$ cat src/rtl/pwg_pkg.sv
package pwg_pkg;
   typedef enum logic [1:0] {
      SRC_STORE  = 2'b00,
      SRC_HWFLAG = 2'b01,
      SRC_RCW    = 2'b10,
      SRC_RSVD   = 2'b11
   } src_e;

   typedef enum logic [1:0] {
      PERM_RO   = 2'b00,
      PERM_RW   = 2'b01,
      PERM_MRO  = 2'b10,
      PERM_NONE = 2'b11
   } perm_e;
endpackage

$ cat src/rtl/pwg_merge.sv
module pwg_merge #(
   parameter int             W    = 64,
   parameter logic [W-1:0]   MASK = '0
) (
   input  logic [W-1:0] cur_val,
   input  logic [W-1:0] req_val,
   input  logic         restrict_en,
   output logic [W-1:0] merged
);
   for (genvar b = 0; b < W; b++) begin : g_bit
      if (MASK[b]) begin : g_open
         assign merged[b] = req_val[b];
      end else begin : g_locked
         assign merged[b] = restrict_en ? cur_val[b] : req_val[b];
      end
   end
endmodule

$ cat src/rtl/pwg_compare.sv
module pwg_compare #(
   parameter int W      = 64,
   parameter bit CMP_EN = 1'b1
) (
   input  logic [W-1:0] cur_val,
   input  logic [W-1:0] exp_val,
   output logic         match
);
   if (CMP_EN) begin : g_cmp
      assign match = (cur_val == exp_val);
   end else begin : g_nocmp
      logic [W-1:0] unused_x;
      assign unused_x = cur_val ^ exp_val;
      assign match    = 1'b1;
   end
endmodule

$ cat src/rtl/pwg_perm_check.sv
module pwg_perm_check
   import pwg_pkg::*;
#(
   parameter int W         = 64,
   parameter int AF_POS    = 10,
   parameter int DIRTY_POS = 11,
   parameter int PROT_POS  = 52
) (
   input  perm_e        perm,
   input  src_e         src,
   input  logic [W-1:0] cur_val,
   input  logic [W-1:0] req_val,
   input  logic [W-1:0] result_val,
   input  logic         assured,
   output logic         fault
);
   localparam logic [W-1:0] ONE       = {{(W-1){1'b0}}, 1'b1};
   localparam logic [W-1:0] FLAG_BITS = (ONE << AF_POS) | (ONE << DIRTY_POS);

   logic perm_bad, flag_bad, assured_bad, src_bad;

   always_comb begin
      src_bad = (src == SRC_RSVD);
      unique case (perm)
         PERM_RO, PERM_NONE: perm_bad = 1'b1;
         PERM_MRO:           perm_bad = (src == SRC_STORE);
         default:            perm_bad = 1'b0;
      endcase
      flag_bad    = (src == SRC_HWFLAG) && (((cur_val ^ req_val) & ~FLAG_BITS) != '0);
      assured_bad = assured && !result_val[PROT_POS];
      fault       = src_bad | perm_bad | flag_bad | assured_bad;
   end
endmodule

$ cat src/rtl/pte_write_guard.sv
module pte_write_guard
   import pwg_pkg::*;
#(
   parameter int                   ENTRY_W    = 64,
   parameter int                   PROT_POS   = 52,
   parameter int                   AF_POS     = 10,
   parameter int                   DIRTY_POS  = 11,
   parameter logic [ENTRY_W-1:0]   FIELD_MASK = 64'h7800_0000_0000_0C00,
   parameter bit                   RCW_COMPARE = 1'b1
) (
   input  logic               clk,
   input  logic               rst_n,
   input  logic               req_valid,
   input  logic [1:0]         req_perm,
   input  logic [1:0]         req_src,
   input  logic               page_assured,
   input  logic [ENTRY_W-1:0] old_entry,
   input  logic [ENTRY_W-1:0] new_entry,
   input  logic [ENTRY_W-1:0] cmp_entry,
   output logic               rsp_valid,
   output logic               rsp_fault,
   output logic               rsp_mismatch,
   output logic               rsp_write,
   output logic [ENTRY_W-1:0] rsp_entry
);
   if (PROT_POS >= ENTRY_W || AF_POS >= ENTRY_W || DIRTY_POS >= ENTRY_W) begin : g_bad_pos
      $error("pte_write_guard: bit position outside entry");
   end
   if (AF_POS == DIRTY_POS || AF_POS == PROT_POS || DIRTY_POS == PROT_POS) begin : g_bad_overlap
      $error("pte_write_guard: flag and protected positions must differ");
   end
   if (FIELD_MASK[PROT_POS]) begin : g_bad_mask
      $error("pte_write_guard: permitted mask may not open the protected bit");
   end

   src_e  src_c;
   perm_e perm_c;
   assign src_c  = src_e'(req_src);
   assign perm_c = perm_e'(req_perm);

   logic               restrict_c;
   logic [ENTRY_W-1:0] merged_c;
   logic               match_c;
   logic               fault_c;
   logic               mismatch_c;

   assign restrict_c = (src_c == SRC_RCW) && old_entry[PROT_POS];

   pwg_merge #(.W(ENTRY_W), .MASK(FIELD_MASK)) u_merge (
      .cur_val     (old_entry),
      .req_val     (new_entry),
      .restrict_en (restrict_c),
      .merged      (merged_c)
   );

   pwg_compare #(.W(ENTRY_W), .CMP_EN(RCW_COMPARE)) u_cmp (
      .cur_val (old_entry),
      .exp_val (cmp_entry),
      .match   (match_c)
   );

   pwg_perm_check #(
      .W(ENTRY_W), .AF_POS(AF_POS), .DIRTY_POS(DIRTY_POS), .PROT_POS(PROT_POS)
   ) u_perm (
      .perm       (perm_c),
      .src        (src_c),
      .cur_val    (old_entry),
      .req_val    (new_entry),
      .result_val (merged_c),
      .assured    (page_assured),
      .fault      (fault_c)
   );

   assign mismatch_c = (src_c == SRC_RCW) && !match_c && !fault_c;

   always_ff @(posedge clk) begin
      if (!rst_n) begin
         rsp_valid    <= 1'b0;
         rsp_fault    <= 1'b0;
         rsp_mismatch <= 1'b0;
         rsp_write    <= 1'b0;
         rsp_entry    <= '0;
      end else begin
         rsp_valid <= req_valid;
         if (req_valid) begin
            rsp_fault    <= fault_c;
            rsp_mismatch <= mismatch_c;
            rsp_write    <= !fault_c && !mismatch_c;
            rsp_entry    <= (fault_c || mismatch_c) ? old_entry : merged_c;
         end else begin
            rsp_fault    <= 1'b0;
            rsp_mismatch <= 1'b0;
            rsp_write    <= 1'b0;
         end
      end
   end
endmodule

$ cat config.mk
export PLATFORM = sky130hd
export DESIGN_NAME = pte_write_guard
export DESIGN_NICKNAME = d
export VERILOG_FILES = /design/src/rtl/pwg_pkg.sv /design/src/rtl/pwg_merge.sv /design/src/rtl/pwg_compare.sv /design/src/rtl/pwg_perm_check.sv /design/src/rtl/pte_write_guard.sv
export SDC_FILE = /design/constraint.sdc
export NUM_CORES = 1
export LEC_CHECK = 0
export ABC_AREA = 1
export BUFFER_PORTS_ARGS = -buffer_cell sky130_fd_sc_hd__buf_2
export CAP_MARGIN = 20
export CORE_MARGIN = 2
export CORE_UTILIZATION = 35
export DETAILED_ROUTE_END_ITERATION = 7
export HOLD_SLACK_MARGIN = 0.08
export SLEW_MARGIN = 15
export SYNTH_ARGS = -nofsm -noshare
export SYNTH_HDL_FRONTEND = slang
export SYNTH_SLANG_ARGS = --single-unit
$ cat constraint.sdc
create_clock -name clk -period 3.13 [get_ports clk]
set_clock_uncertainty 0.1 [all_clocks]
set_input_delay 0.4695 -clock clk [delete_from_list [all_inputs] [get_ports clk]]
set_output_delay 0.4695 -clock clk [all_outputs]
set_load 0.02 [all_outputs]
-- After elaboration in Yosys (flattened, before gate mapping)
Index checks and enable logic that the tools add are counted.
- input bits: 200
- register bits: 68
- word-level logic and storage cells: 91
- output and inout port bits: 68
- equal/unequal tests: 6
- bitwise operators: 4
- reductions and logical operators: 16
- mux-type cells: 60
- operators by type and width (kind ; count):
    64-bit equality test ; 1
    64-bit 2-to-1 mux ; 1
    64-bit nonzero test ; 1
    64-bit bitwise XOR ; 1
    1-bit 2-to-1 mux ; 58
    2-bit equality test, second input constant ; 4
    1-bit logical AND ; 6
    1-bit zero test ; 4
    2-bit zero test ; 2
    1-bit bitwise OR ; 3
    2-bit by 1-bit equality test with 1-bit output, second input constant ; 1
    1-bit one-hot mux with 2 select lines ; 1
    2-bit AND reduction ; 1
    2-bit OR reduction ; 1
    1-bit logical OR ; 1

-- Longest topological paths before layout
- word-level depth: 10
- mapped depth: 16
- gate-level depth less buffers: 14

-- Hierarchy
Synthesis repeated with hierarchy kept, for this count alone.
- cell total of the unflattened synthesis: 1295
- area total of the unflattened synthesis: 6657.6 sq um
- by module, submodules not included (module ; area an instance (sq um) ; seq. area each (sq um) ; times used ; cells an instance):
    pte_write_guard ; 3587.2 ; 1361.3 ; 1 ; 577
    pwg_perm_check ; 1376.3 ; 0.0 ; 1 ; 357
    pwg_compare ; 897.1 ; 0.0 ; 1 ; 167
    pwg_merge ; 797.0 ; 0.0 ; 1 ; 194

-- Worst setup path before layout
OpenSTA, ideal clock, no wires.
- path kind: input port to flip-flop
- start: input req_src[1]
- end: register rsp_entry[36]
- stages on the path: 13
- required time: 2.898 ns
- setup time: 0.132 ns
- arrival: 1.715 ns
- path buffers: 2
- path slack: 1.183 ns
- path through: inv_1 -> nor2_1 -> nand2_1 -> nand2_1 -> inv_1 -> nand2_1 -> o21ai_0 -> inv_1 -> buf_4 -> clkbuf_1 -> nand4_1 -> nand3_1 -> a21oi_1
- word-level cells in the longest chain between the ends: 10
- elaborated cells between the ends (all ways): 19
- those cells by class: eq/ne: 3; mux: 4; bitwise: 3; reduce/logical: 9
- ends and longest elaborated chain (item ; RTL line ; text):
    start: declaration ; pte_write_guard.sv:15 ; input logic [1:0] req_src,
    branches (longest 9 deep; another with 2-bit zero test) ; -- ;
    64-bit 2-to-1 mux (*) ; pte_write_guard.sv:89 ; rsp_entry <= (fault_c || mismatch_c) ? old_entry : merged_c;
    end signal: assignment ; pte_write_guard.sv:89 ;
    end: declaration ; pte_write_guard.sv:24 ; output logic [ENTRY_W-1:0] rsp_entry
Mark *: on every way between the ends.
A chain may end at the register's enable or synchronous reset.

-- Worst setup path in the final report
- start: input old_entry[48]
- end: register rsp_entry[8]
- word-level cells in the longest chain between the ends: 9
- elaborated cells between the ends (all ways): 12
- those cells by class: eq/ne: 1; mux: 1; bitwise: 3; reduce/logical: 7
- ends and longest elaborated chain (item ; RTL line ; text):
    start: declaration ; pte_write_guard.sv:17 ; input logic [ENTRY_W-1:0] old_entry,
    64-bit bitwise XOR ; pwg_perm_check.sv:29 ; flag_bad = (src == SRC_HWFLAG) && (((cur_val ^ req_val) & ~FLAG_BITS) != '0);
    64-bit nonzero test ; pwg_perm_check.sv:29 ;
    1-bit logical AND ; pwg_perm_check.sv:29 ;
    1-bit bitwise OR (2 in series) ; pwg_perm_check.sv:31 ; fault = src_bad | perm_bad | flag_bad | assured_bad;
    1-bit zero test ; pte_write_guard.sv:74 ; assign mismatch_c = (src_c == SRC_RCW) && !match_c && !fault_c;
    1-bit logical AND ; pte_write_guard.sv:74 ;
    1-bit logical OR (*) ; pte_write_guard.sv:89 ;
    64-bit 2-to-1 mux (*) ; pte_write_guard.sv:89 ;
Every way passes the cells marked *; elsewhere a longest branch is shown, timed or not.

==> results.py <==
metrics = {
    "timing": {
        "hold_viol": 0,
        "holdWs_ps": 321,
        "tightest_slew_ps": 1070,
        "min_period_ps": 2170,
        "finalCritPeriodShare": 0.693,
        "max_slew_margin": 0.287,
        "setup-violations-final": 0,
        "maxSlewViolCount": 0,
        "totalNegativeSetupSlack_ps": 0,
        "rsz0062_at_grt": "false",
        "max_clock_freq_mhz": 461,
    },
    "yosys": {
        "synthCells": 1157,
        "yosys_register_bits": 68,
        "synth_area_per_cell_um2": 5.32,
        "yosysWarningCount": 0,
        "syn_nets": 1359,
        "synth_cell_types": 20,
        "syn_area_um2": 6150,
        "yosysSeqAreaShare": 0.221,
    },
    "critical_path": {
        "cp_slowest_stage_delay_ps": 370,
        "crit_fanout": 33,
        "cp-start-kind": "input pin",
        "cp_common_cell": "nand2_1",
        "slowest_stage": "buf_4",
        "cp.required_ps": 3210,
        "cp_cell_sequence": "buf_2 > inv_1 > nand2_1 > nand2_1 > nor2_1 > nand2_1 > nor2_1 > nand2_1 > nor2_1 > nand2_1 > nand2_2 > buf_4 > nand4_1 > nand3_1 > a21oi_1",
        "crit_type": "input pin to flop",
        "cp.arrival_ps": 2250,
        "end_kind": "flop",
    },
    "cells_and_area": {
        "syn_to_final_growth_pct": 28.6,
        "nets": 1591,
        "fill_cells": 1943,
        "drive_above_1_share": 0.235,
    },
    "cts": {
        "clk_path_buf_depth": 2,
        "cts-resized-gates": 0,
        "root_buffer": "clkbuf_16",
        "cts_made_buffers": 9,
        "cts_setup_buffers": 0,
        "cts.htree.levels": 3,
        "clkSlewWorstSetupHoldPaths_ps": 60,
        "clock-sinks": 68,
        "clk_latency_ps": 340,
        "cts_tree": "done",
        "hold_buffers": 0,
    },
    "grt": {
        "grt_max_degree": 115,
        "track_usage": 0.262,
        "first_global_vias": 6958,
        "grt_pass1_wl_um": 37200,
        "antenna_found_initial": 0,
        "overflow": 0,
    },
    "floorplanning": {
        "die_h_um": 137,
        "fp.coreArea_um2": 17200,
        "start_util": 0.357,
        "die_w_um": 137,
        "ios": 268,
        "num_rows": 48,
        "fp.dieArea_um2": 18700,
    },
    "worst_hold_path": {
        "hp-class": "input pin to flop",
    },
    "drt": {
        "viasPerCell": 4.88,
        "routedWlPerCell_um": 15.4,
        "drt_iter0_markers": 684,
        "drcViolationCount": 0,
        "dr_total_vias": 7902,
        "ant_nets": 0,
        "first_pass_iters": 6,
        "wl_um": 24900,
    },
    "placed_design": {
        "place_congestion": 0.860,
        "dp_hpwl_um": 18800,
        "io_buffers": 267,
    },
    "power": {
        "leakage_nw": 4.67,
        "ir_worst_vdd_mv": 0.231,
        "power.density_nw_per_um2": 371,
    },
    "job": {
        "maxCapViolations": 0,
    },
    "outcome": {
        "status": "complete, no violations",
    },
}
where the power goes:
group	switching (mW)	leakage [nW]	total, mW	internal (mW)
registers	0.0344	0.561	0.961	0.927
clock network	0.414	0.138	1.02	0.601
logic	0.617	3.97	0.955	0.338
per-stage QoR:
step | utilization | instances | power [mW] | setup WS (ps) | cell area [µm²]
floorplan | - | 1157 | 1.54 | 1180 | 6150
global placement | 0.442 | 1603 | 1.93 | 624 | 7620
detailed placement | 0.442 | 1603 | 1.93 | 621 | 7620
CTS | 0.459 | 1619 | 2.94 | 971 | 7910
global route | 0.459 | 1619 | 3.10 | 762 | 7910
finish | 0.459 | 1620 | 2.93 | 962 | 7910
final cells by class:
class	instances	area, µm²	area share
diodes	1	2.50	0.000316
clock buffers	13	270	0.0342
clock inverters	3	20.0	0.00253
inverters	170	638	0.0807
multi-input cells	860	3890	0.492
flip-flops and latches	68	1360	0.172
well taps	225	282	0.0356
repair buffers	280	1450	0.183
state kept, by name (all words and copies together) (netlist names):
| name | cells |
|---|---|
| rsp_fault | 1 |
| rsp_entry | 64 |
| rsp_valid | 1 |
| rsp_write | 1 |
| rsp_mismatch | 1 |
layer usage:
metal / part of all wire / vias to the layer above / global-route usage
met3: 0.075 / 32 / 0.0344
met1: 0.44 / 3509 / 0.355
met2: 0.46 / 299 / 0.423
met5: 0 / - / 0
met4: 0.024 / 0 / 0.0938
li1: - / 4062 / -
worst paths after layout:
path | start | endpoint | slack (ps) | cells after the start
max | old_entry[48] | rsp_entry[8] | 960 | 15
min | rst_n | rsp_valid | 320 | 3
max reg2reg | rsp_entry[0] | rsp_entry[0] | 2340 | 2
min reg2reg | rsp_entry[21] | rsp_entry[21] | 360 | 2
cells by family (layout without fill, tap and decap cells):
group	count (synthesis)	in the layout	share of synthesized area
AND/OR/NAND/NOR	683	683	0.457
buffers and inverters	229	466	0.150
AO/OA/AOI/OAI	133	133	0.108
flip-flops	68	68	0.221
XOR/XNOR	42	42	0.0598
adder cells (fa/ha/maj)	2	2	0.00407
other	0	1	0
cells in the mapped netlist (all sizes together):
library cell | number | area share
o21ai | 64 | 0.052
a21oi | 69 | 0.056
nand4 | 64 | 0.065
dfxtp | 68 | 0.22
nor3 | 1 | 0.00081
xnor2 | 1 | 0.0014
ha | 2 | 0.0041
nand3 | 66 | 0.054
nand2 | 463 | 0.28
nor2 | 89 | 0.054
xor2 | 41 | 0.058
buf | 25 | 0.025
inv | 170 | 0.10
clkbuf | 34 | 0.021
worst max-delay path: cells and delay by family:
kind | cells | cell delay [ps]
AOI/OAI and AO/OA | 1 | 70
buffers and inverters | 3 | 560
and+or+nand+nor | 11 | 1130
cells in the final DEF, fill, tap and decap left out, drive strengths merged:
master | synthesis | routed
nand2 | 463 | 463
buf | 25 | 280
inv | 170 | 170
nor2 | 89 | 89
a21oi | 69 | 69
dfxtp | 68 | 68
nand3 | 66 | 66
nand4 | 64 | 64
o21ai | 64 | 64
xor2 | 41 | 41
clkbuf | 34 | 13
ha | 2 | 2
clkinvlp | 0 | 2
diode | 0 | 1
xnor2 | 1 | 1
nor3 | 1 | 1
clkinv | 0 | 1
No activity file was read; power rests on OpenSTA's default activity.
